==> config.mk <==
export PLATFORM = sky130hd
export DESIGN_NAME = esr_status_ctrl
export DESIGN_NICKNAME = d
export VERILOG_FILES = /design/src/rtl/esr_pkg.sv /design/src/rtl/esr_blk_lookup.sv /design/src/rtl/esr_toggle.sv /design/src/rtl/esr_cmd_fsm.sv /design/src/rtl/esr_status_ctrl.sv
export SDC_FILE = /design/constraint.sdc
export NUM_CORES = 1
export LEC_CHECK = 0
export ABC_AREA = 1
export BUFFER_PORTS_ARGS = -buffer_cell sky130_fd_sc_hd__buf_2
export CORE_MARGIN = 2
export CORE_UTILIZATION = 35
export CTS_CLUSTER_SIZE = 28
export DETAILED_ROUTE_END_ITERATION = 16
export PLACE_DENSITY = 0.68
export RECOVER_POWER = 25
export SLEW_MARGIN = 10
export SYNTH_ARGS = -nofsm -noshare
export SYNTH_HDL_FRONTEND = slang
export SYNTH_SLANG_ARGS = --single-unit
==> constraint.sdc <==
create_clock -name clk -period 1.3 [get_ports clk]
set_clock_uncertainty 0.2 [all_clocks]
set_input_delay 0.13 -clock clk [delete_from_list [all_inputs] [get_ports clk]]
set_output_delay 0.13 -clock clk [all_outputs]
set_load 0.02 [all_outputs]
==> src/rtl/esr_pkg.sv <==
package esr_pkg;
   localparam int CMD_W = 8;

   localparam logic [CMD_W-1:0] CMD_SUSPEND = 8'hB0;
   localparam logic [CMD_W-1:0] CMD_RESUME  = 8'h30;
   localparam logic [CMD_W-1:0] CMD_RESET   = 8'hF0;

   typedef enum logic [1:0] {
      ST_RUN  = 2'd0,
      ST_WAIT = 2'd1,
      ST_SUSP = 2'd2
   } esr_state_e;
endpackage

==> src/rtl/esr_blk_lookup.sv <==
module esr_blk_lookup #(
   parameter int NUM_BLK = 8,
   parameter int BLK_W   = (NUM_BLK > 1) ? $clog2(NUM_BLK) : 1
) (
   input  logic [NUM_BLK-1:0] mask,
   input  logic [BLK_W-1:0]   idx,
   output logic               hit
);
   localparam bit POW2 = (NUM_BLK == (1 << BLK_W));

   generate
      if (NUM_BLK == 1) begin : g_single
         assign hit = mask[0];
      end else if (POW2) begin : g_direct
         assign hit = mask[idx];
      end else begin : g_decode
         always_comb begin
            hit = 1'b0;
            for (int i = 0; i < NUM_BLK; i++)
               if (idx == BLK_W'(i)) hit = hit | mask[i];
         end
      end
   endgenerate
endmodule

==> src/rtl/esr_toggle.sv <==
module esr_toggle #(
   parameter bit INIT = 1'b0
) (
   input  logic clk,
   input  logic rst_n,
   input  logic flip,
   output logic q
);
   always_ff @(posedge clk or negedge rst_n) begin
      if (!rst_n)    q <= INIT;
      else if (flip) q <= ~q;
   end
endmodule

==> src/rtl/esr_cmd_fsm.sv <==
module esr_cmd_fsm
   import esr_pkg::*;
#(
   parameter int SUSP_LAT = 4,
   parameter int CNT_W    = $clog2(SUSP_LAT + 1)
) (
   input  logic             clk,
   input  logic             rst_n,
   input  logic             wr_stb,
   input  logic [CMD_W-1:0] wr_data,
   input  logic             erase_busy,
   input  logic             erase_tmo,
   input  logic             pgm_busy,
   output esr_state_e       state_q,
   output logic             tmo_stop,
   output logic             erase_abort
);
   logic [CNT_W-1:0] cnt_q;
   logic             take_susp, take_resume, take_reset;

   assign take_susp   = wr_stb && (wr_data == CMD_SUSPEND) && erase_busy && (state_q == ST_RUN);
   assign take_resume = wr_stb && (wr_data == CMD_RESUME)  && !pgm_busy  && (state_q == ST_SUSP);
   assign take_reset  = wr_stb && (wr_data == CMD_RESET)   && !pgm_busy  && (state_q == ST_SUSP);

   always_ff @(posedge clk or negedge rst_n) begin
      if (!rst_n) begin
         state_q     <= ST_RUN;
         cnt_q       <= '0;
         tmo_stop    <= 1'b0;
         erase_abort <= 1'b0;
      end else begin
         tmo_stop    <= take_susp && erase_tmo;
         erase_abort <= take_reset;
         unique case (state_q)
            ST_RUN: if (take_susp) begin
               state_q <= ST_WAIT;
               cnt_q   <= CNT_W'(SUSP_LAT - 1);
            end
            ST_WAIT: begin
               if (cnt_q == '0) state_q <= ST_SUSP;
               else             cnt_q   <= cnt_q - 1'b1;
            end
            ST_SUSP: if (take_resume || take_reset) state_q <= ST_RUN;
            default: state_q <= ST_RUN;
         endcase
      end
   end

   AST_SUSP_NEEDS_ERASE: assert property (@(posedge clk) disable iff (!rst_n)
      (state_q == ST_WAIT && $past(state_q) == ST_RUN) |-> $past(erase_busy));
   AST_SUSP_VIA_WAIT: assert property (@(posedge clk) disable iff (!rst_n)
      (state_q == ST_SUSP && $past(state_q) != ST_SUSP) |-> $past(state_q) == ST_WAIT);
   AST_WAIT_CNT_RANGE: assert property (@(posedge clk) disable iff (!rst_n)
      (state_q == ST_WAIT) |-> (cnt_q < CNT_W'(SUSP_LAT)));
   AST_TMO_STOP_CAUSE: assert property (@(posedge clk) disable iff (!rst_n)
      tmo_stop |-> ($past(erase_tmo) && $past(state_q) == ST_RUN));
   AST_ABORT_FROM_SUSP: assert property (@(posedge clk) disable iff (!rst_n)
      erase_abort |-> ($past(state_q) == ST_SUSP && state_q == ST_RUN));
endmodule

==> src/rtl/esr_status_ctrl.sv <==
module esr_status_ctrl
   import esr_pkg::*;
#(
   parameter int NUM_BLK  = 8,
   parameter int SUSP_LAT = 4,
   parameter int BLK_W    = (NUM_BLK > 1) ? $clog2(NUM_BLK) : 1
) (
   input  logic               clk,
   input  logic               rst_n,
   input  logic               wr_stb,
   input  logic [CMD_W-1:0]   wr_data,
   input  logic [BLK_W-1:0]   wr_blk,
   input  logic               pgm_req,
   input  logic               rd_stb,
   input  logic [BLK_W-1:0]   rd_blk,
   input  logic               erase_busy,
   input  logic               erase_tmo,
   input  logic               pgm_busy,
   input  logic [NUM_BLK-1:0] erase_mask,
   output logic               susp_req,
   output logic               tmo_stop,
   output logic               erase_abort,
   output logic               pgm_go,
   output logic               stat_sel,
   output logic               st_dq2,
   output logic               st_dq3,
   output logic               st_dq6,
   output logic               st_dq7
);
   generate
      if (SUSP_LAT < 1) begin : g_bad_lat
         $error("SUSP_LAT must be at least 1");
      end
      if (NUM_BLK < 1) begin : g_bad_blk
         $error("NUM_BLK must be at least 1");
      end
   endgenerate

   esr_state_e state;
   logic rd_hit, wr_hit, susp, spgm, susp_idle, erasing;
   logic flip2, flip6, t2, t6;

   esr_cmd_fsm #(.SUSP_LAT(SUSP_LAT)) u_fsm (
      .clk(clk), .rst_n(rst_n), .wr_stb(wr_stb), .wr_data(wr_data),
      .erase_busy(erase_busy), .erase_tmo(erase_tmo), .pgm_busy(pgm_busy),
      .state_q(state), .tmo_stop(tmo_stop), .erase_abort(erase_abort));

   esr_blk_lookup #(.NUM_BLK(NUM_BLK), .BLK_W(BLK_W)) u_rd_lookup (
      .mask(erase_mask), .idx(rd_blk), .hit(rd_hit));
   esr_blk_lookup #(.NUM_BLK(NUM_BLK), .BLK_W(BLK_W)) u_wr_lookup (
      .mask(erase_mask), .idx(wr_blk), .hit(wr_hit));

   assign susp      = (state == ST_SUSP);
   assign spgm      = susp && pgm_busy;
   assign susp_idle = susp && !pgm_busy;
   assign erasing   = erase_busy && !susp;

   assign susp_req  = (state != ST_RUN);
   assign pgm_go    = pgm_req && susp_idle && !wr_hit;
   assign stat_sel  = erasing || spgm || (susp_idle && rd_hit);

   assign flip6 = rd_stb && (erasing || spgm);
   assign flip2 = rd_stb && (spgm || (erase_busy && rd_hit));

   esr_toggle #(.INIT(1'b0)) u_tog6 (.clk(clk), .rst_n(rst_n), .flip(flip6), .q(t6));
   esr_toggle #(.INIT(1'b0)) u_tog2 (.clk(clk), .rst_n(rst_n), .flip(flip2), .q(t2));

   assign st_dq6 = susp_idle ? 1'b1 : t6;
   assign st_dq2 = t2;
   assign st_dq3 = (state == ST_RUN) ? ~erase_tmo : 1'b1;
   assign st_dq7 = ~(erase_busy || pgm_busy);

   AST_DQ6_HOLD_SUSP: assert property (@(posedge clk) disable iff (!rst_n)
      (susp_idle && rd_stb) |=> $stable(t6));
   AST_GRANT_IN_SUSP: assert property (@(posedge clk) disable iff (!rst_n)
      pgm_go |-> (susp_req && !pgm_busy));
   AST_REQ_RISE_BUSY: assert property (@(posedge clk) disable iff (!rst_n)
      $rose(susp_req) |-> $past(erase_busy && wr_stb));
endmodule

==> impl_metrics.yaml, run 1 <==
synth:
  ys_ff_latch: 9
  synth_xor_area_share_pct: 1.26
  syn_avg_cell_area_um2: 6.31
  ys_types: 20
  syn-num-nets: 142
  yosysMostFrequentCell: "nand2_1"
  synth_largest_area_cell: "dfrtp_1"
  ys.flop_type: "dfrtp_1"
  yosys_warnings: 0
  ys_top_cells_by_area: "dfrtp_1, nand2_1, inv_1, nor2_1, a21oi_1"
  netlist.area_leader.share_pct: 32.4
  synth-compound-area-share_pct: 14.2
  syn_area_um2: 694
  synth-adder-area-share_pct: 3.60
  synth_top_family_by_area: "simple AND/OR/NAND/NOR gates"
  synth_mux_area_share_pct: 0
  synth-edff-count: 0
  synthCells: 110
  synth-simple-area-share_pct: 33.9
  async_flop_share_pct: 100
  seq_area_frac_synth_pct: 32.4
  synthTopCellsByCount: "nand2_1, inv_1, nor2_1"
global_routing:
  overflow: 0
  grt_max_degree: 10
  antenna_found_initial: 0
  track_usage_pct: 17.7
  grt_pass1_wl_mm: 3.42
  grt_pass1_vias: 845
setup_path:
  r2r_cells: 9
  worstSetupStartpointType: "flop"
  path_max_fanout: 2
  r2r_setup_slack_ns: -0.18
  crit_path_cell_trace: "inv_2 -> buf_4 -> nand2_4 -> inv_4 -> buf_6 -> nand2_2 -> buf_6"
  crit_path_end_kind: "output pin"
  crit_path_max_incr_delay_ns: 0.38
  worstPathRequired_ns: 0.97
  cp_num_buf_inv: 5
  r2r-end: "u_fsm.cnt_q[2]"
  cpMaxStageDelayCell: "dfrtp_1"
  path_class: "reg2out"
  cp_num_cells: 7
  reg2reg_from: "u_fsm.state_q[1]"
  worstPathArrival_ns: 1.23
  cpMostUsedCell: "buf_6"
  cpLargestDelayFamily: "buffers and inverters"
floorplanning:
  dieWidth_um: 48.5
  dieArea_um2: 2360
  ios: 39
  coreArea_um2: 1920
  rows: 16
  fp.dieH_um: 48.5
  initial_core_util_pct: 36.1
detailed_routing:
  ant_nets: 0
  routed_wl_mm: 1.99
  vias_per_cell: 4.51
  dr_total_vias: 897
  first_iter_violations: 8
  routedWlPerCell_um: 9.98
  remaining_drc_errors: 0
  dr.pass1.iters: 4
power_and_ir_drop:
  total_power_uw: 910
  powerDensity_nw_per_um2: 719
  p_leak_uw: 0.000700
  ir_drop_uv: 644
sta:
  max_freq_mhz: 642
  report.final.slew_viol_count: 0
  rsz0062_at_grt: "yes"
  tightest_slew_ns: 0.491
  hold_viol_final: 0
  setup_tns_ns: -1.83
  period_needed_ns: 1.56
  worst_slack_ns: -0.258
  relSlewSlack_pct: 67.3
  setup_viol: 12
  fin_crit_sh_pct: 120
cells_and_area:
  fin_area_um2: 1260
  fillerInstances: 161
  layout.nets: 205
  areaGrowthSynthToFinish_pct: 82.2
  drive_gt1_share_pct: 47.7
  stdcell_count: 199
  n_antenna_cell: 0
  finish.utilization_pct: 65.8
clock_tree:
  numCtsBuffers: 3
  clk_latency_ns: 0.26
  cts_sinks: 9
  clock_tree.buffer_depth: 2
  path_clk_slew_ns: 0.06
  cts_tree: "built"
  cts.htree.levels: 1
  root_buffer: "clkbuf_4"
outcome:
  status: "finished, violations left"
  violations: "negative setup slack"
hold_path:
  holdPathStages: 5
  hold_end: "u_tog2.q"
  hp-class: "in2reg"
  min_from: "pgm_busy"
placed_design:
  gp_congestion: 0.805
  dp_hpwl_mm: 1.49
  portBuffers: 38
  postPlaceCellArea_um2: 991
  place_inst: 182
job:
  max-cap-violations: 0
[worst max path at each step]
stage / from / endpoint / slack (ns)
2_1_floorplan: u_fsm.state_q[0] / pgm_go / -0.02
3_3_place_gp: u_fsm.state_q[0] / stat_sel / -0.06
3_5_place_dp: u_fsm.state_q[0] / stat_sel / -0.1
4_1_cts: u_fsm.state_q[0] / pgm_go / -0.26
5_1_grt: u_fsm.state_q[0] / pgm_go / -0.34
6_report: u_fsm.state_q[1] / st_dq3 / -0.26
[logic make-up after synthesis]
group / count (synthesis)
AND/OR/NAND/NOR: 53
buffers and inverters: 27
AO/OA/AOI/OAI: 18
flip-flops: 9
adder cells (fa/ha/maj): 2
XOR/XNOR: 1
[flip-flops by register name, indices dropped and copies added (netlist names)]
name,cells
u_fsm.cnt_q,3
u_fsm.erase_abort,1
u_fsm.state_q,2
u_fsm.tmo_stop,1
u_tog2.q,1
u_tog6.q,1
[what timing repair did]
| action | in CTS | in global routing |
|---|---|---|
| gates resized for setup | 25 | 14 |
| hold buffers | 7 | 0 |
| cloned | 0 | 0 |
| setup endpoints to repair | 11 | 14 |
| hold endpoints to repair | 13 | 0 |
| setup buffers | 4 | 2 |
| pin swaps | 5 | 6 |
[layout make-up]
| class | count | area (um2) | area share [%] |
|---|---|---|---|
| multi-input combinational | 74 | 465 | 36.8 |
| timing repair buffer | 58 | 407 | 32.1 |
| sequential | 9 | 225 | 17.8 |
| inverter | 27 | 106 | 8.41 |
| tap | 27 | 33.8 | 2.67 |
| clock buffer | 3 | 22.5 | 1.78 |
| clock inverter | 1 | 5.00 | 0.396 |
[per-stage QoR]
stage          hold slack [ns]  worst slack (ns)
2_1_floorplan           -0.366           -0.0240
3_3_place_gp            -0.211           -0.0650
3_5_place_dp            -0.208           -0.0973
4_1_cts                 0.0372            -0.256
5_1_grt                 0.0872            -0.341
6_report                0.0698            -0.258
[cells in the final DEF, fill, tap and decap left out, types with 2 or more instances in the layout]
cell type       n
nand2_1        20
dfrtp_1         9
buf_4           8
nor2_4          3
o21ai_0         5
nand2_2         6
nor2_1          8
nand3b_1        2
o21ai_1         3
inv_2           7
nand4_1         2
buf_2          32
inv_1          18
clkbuf_4        3
buf_6          10
nand2_4         3
nand3_1         6
dlygate4sd3_1   7
inv_4           2
a21oi_1         6
ha_1            2
[report_power, final]
group | total (uW) | internal, uW | switching [uW]
clock network | 213 | 113 | 99.4
registers | 328 | 307 | 21.2
logic | 369 | 178 | 191
[worst min-delay path: cells and delay by family]
kind                   cells  cell delay (ns)
and+or+nand+nor            4             0.24
buffers and inverters      1             0.13
[routing by layer]
metal  track usage, %  vias up  share of wire, %
li1                 -      468                 -
met1             21.0      405                44
met2             32.9       22                52
met3             3.40        2               3.9
met4             4.29        0              0.65
met5                0        -                 0
Power figures use the tool's default switching activity.
==> run 2, diff against run 1 <==
--- a/config.mk
+++ b/config.mk
@@ -5,13 +5,12 @@
 export SDC_FILE = /design/constraint.sdc
 export NUM_CORES = 1
 export LEC_CHECK = 0
-export ABC_AREA = 1
 export BUFFER_PORTS_ARGS = -buffer_cell sky130_fd_sc_hd__buf_2
 export CORE_MARGIN = 2
 export CORE_UTILIZATION = 35
 export CTS_CLUSTER_SIZE = 28
 export DETAILED_ROUTE_END_ITERATION = 16
-export PLACE_DENSITY = 0.68
+export PLACE_DENSITY = 0.69
 export RECOVER_POWER = 25
 export SLEW_MARGIN = 10
 export SYNTH_ARGS = -nofsm -noshare
==> impl_metrics.yaml, run 2 <==
cells_and_area:
  stdcell_count: 151
  drive_gt1_share_pct: 61.1
  finish.utilization_pct: 67.1
  final_cell_mix: "buf_2, buf_4, buf_6"
  top_regs: "u_fsm.cnt_q: 3 flops, u_fsm.state_q: 2 flops"
  multi_input_area_um2: 467
  largest_reg_flops: 3
  areaGrowthSynthToFinish_pct: 79.7
  n_antenna_cell: 0
  seq_area_um2: 226
  layout.nets: 159
  final_common_cell: "buf_2"
  fillerInstances: 145
  largest-register: "u_fsm.cnt_q"
sta:
  report.final.slew_viol_count: 0
  fin_crit_sh_pct: 122
  period_needed_ns: 1.59
  tightest_slew_ns: 0.486
  relSlewSlack_pct: 67.6
  whs_ns: -0.0348
  worst_slack_ns: -0.286
  rsz0062_at_grt: "yes"
  hold_viol_final: 1
  setup_viol: 14
  max_freq_mhz: 631
synth:
  ys_types: 31
  ys_ff_latch: 9
  synth_mux_area_share_pct: 18.8
  synth-edff-count: 0
  synth_largest_area_cell: "dfrtp_1"
  ys.flop_type: "dfrtp_1"
  synthTopCellsByCount: "dfrtp_1, nand2_1, inv_1, mux4_2, nor2_1"
  synth-compound-area-share_pct: 11.1
  synthCells: 63
  yosysMostFrequentCell: "dfrtp_1"
  syn_avg_cell_area_um2: 10.3
  synth_top_family_by_area: "simple AND/OR/NAND/NOR gates"
  synth-adder-area-share_pct: 3.84
  seq_area_frac_synth_pct: 34.5
  netlist.area_leader.share_pct: 34.5
  async_flop_share_pct: 100
  ys_top_cells_by_area: "dfrtp_1, mux4_2, nand2_1, ha_1, mux2i_4"
  syn_area_um2: 652
  yosys_warnings: 0
  syn-num-nets: 95
  synth-simple-area-share_pct: 26.7
  synth_xor_area_share_pct: 2.69
floorplanning:
  dieWidth_um: 47.2
  ios: 39
  rows: 15
  coreArea_um2: 1750
  initial_core_util_pct: 37.3
  fp.dieH_um: 47.2
  dieArea_um2: 2220
setup_path:
  crit_path_max_incr_delay_ns: 0.39
  crit_path_end_kind: "output pin"
  worstPathArrival_ns: 1.26
  path_class: "reg2out"
  crit_path_cell_trace: "nand2b_4 -> nor2_4 -> and3_4 -> buf_6"
  cpMaxStageDelayCell: "dfrtp_1"
  worstSetupStartpoint: "u_fsm.state_q[0]"
  reg2reg_from: "u_fsm.state_q[0]"
  path_max_fanout: 4
  worstSetupStartpointType: "flop"
  worstPathRequired_ns: 0.97
placed_design:
  portBuffers: 38
  dp_hpwl_mm: 1.38
  place_inst: 138
  gp_congestion: 0.783
detailed_routing:
  ant_nets: 0
  remaining_drc_errors: 0
  routedWlPerCell_um: 12.2
  dr.pass1.iters: 3
  vias_per_cell: 4.89
  first_iter_violations: 5
  dr_total_vias: 739
  routed_wl_mm: 1.84
power_and_ir_drop:
  ir_drop_uv: 374
  powerDensity_nw_per_um2: 821
  p_leak_uw: 0.000559
clock_tree:
  cts_tree: "built"
  path_clk_slew_ns: 0.06
  root_buffer: "clkbuf_4"
  cts_sinks: 9
  cts.htree.levels: 1
  clock_tree.buffer_depth: 2
  clk_latency_ns: 0.25
  numCtsBuffers: 3
  hold_buffers: 4
global_routing:
  track_usage_pct: 19.4
  grt_max_degree: 10
  antenna_found_initial: 0
  grt_pass1_wl_mm: 2.93
  overflow: 0
  grt_pass1_vias: 730
hold_path:
  min_from: "wr_data[0]"
  hp-class: "in2reg"
job:
  max-cap-violations: 0
outcome:
  violations: "negative hold slack, negative setup slack"
  status: "finished, violations left"
==> run 2: worst paths after layout <==
check                      slack [ns]  cells after the start                 to
max in group asynchronous        0.40                      2   u_fsm.state_q[1]
min in group asynchronous        0.14                      2     u_fsm.cnt_q[2]
hold / removal                  -0.03                      4  u_fsm.erase_abort
setup / recovery                -0.29                      4             pgm_go
setup reg to reg                -0.28                      5     u_fsm.cnt_q[1]
hold reg to reg                  0.30                      1           u_tog6.q
==> run 2: timing repair <==
item	in CTS	in global routing
resized for setup	23	7
endpoints found under the hold margin	12	1
setup buffers	4	1
setup endpoints to repair	14	15
pin swaps	9	2
==> run 2: layout make-up <==
| cell class | count | area share, % |
|---|---|---|
| Clock buffer | 4 | 2.24 |
| Inverter | 4 | 1.28 |
| Multi-Input combinational cell | 50 | 39.9 |
| Sequential cell | 9 | 19.3 |
| Tap cell | 25 | 2.67 |
| Timing Repair Buffer | 59 | 34.6 |
==> run 2: where the power goes <==
group | total (uW) | internal, uW | leakage (uW) | switching (uW)
registers | 345 | 311 | 0.000111 | 33.5
clock network | 209 | 118 | 0.0000150 | 90.9
logic | 408 | 239 | 0.000433 | 169
==> run 2: cell families after synthesis <==
kind of cell / Yosys count
and+or+nand+nor: 30
AOI/OAI and AO/OA: 10
DFF: 9
muxes: 6
buffers and inverters: 4
xor gates and xnor gates: 2
adders and majority gates: 2
==> run 2: routing by layer <==
| layer | GRT usage (%) | part of all wire, % | vias to the layer above |
|---|---|---|---|
| li1 | - | - | 360 |
| met1 | 20.0 | 38 | 355 |
| met2 | 36.2 | 57 | 22 |
| met3 | 4.23 | 4.7 | 2 |
| met4 | 10.0 | 1.1 | 0 |
| met5 | 0 | 0 | - |
==> run 2: worst max-delay path, delay by kind of cell (launching register included) <==
family	cells	cell delay, ns
buffers and inverters	1	0.11
DFF	1	0.39
and+or+nand+nor	3	0.51
==> run 2: through the flow <==
step	setup TNS, ns	hold slack (ns)	power [uW]	setup slack (ns)	cell area [um2]
2_1_floorplan	-0.264	-0.366	497	-0.0902	664
3_3_place_gp	-1.36	-0.211	630	-0.246	976
3_5_place_dp	-1.42	-0.209	641	-0.267	976
4_1_cts	-2.70	-0.0356	923	-0.268	1140
5_1_grt	-3.81	-0.0130	1020	-0.350	1170
6_report	-2.98	-0.0348	962	-0.286	1170
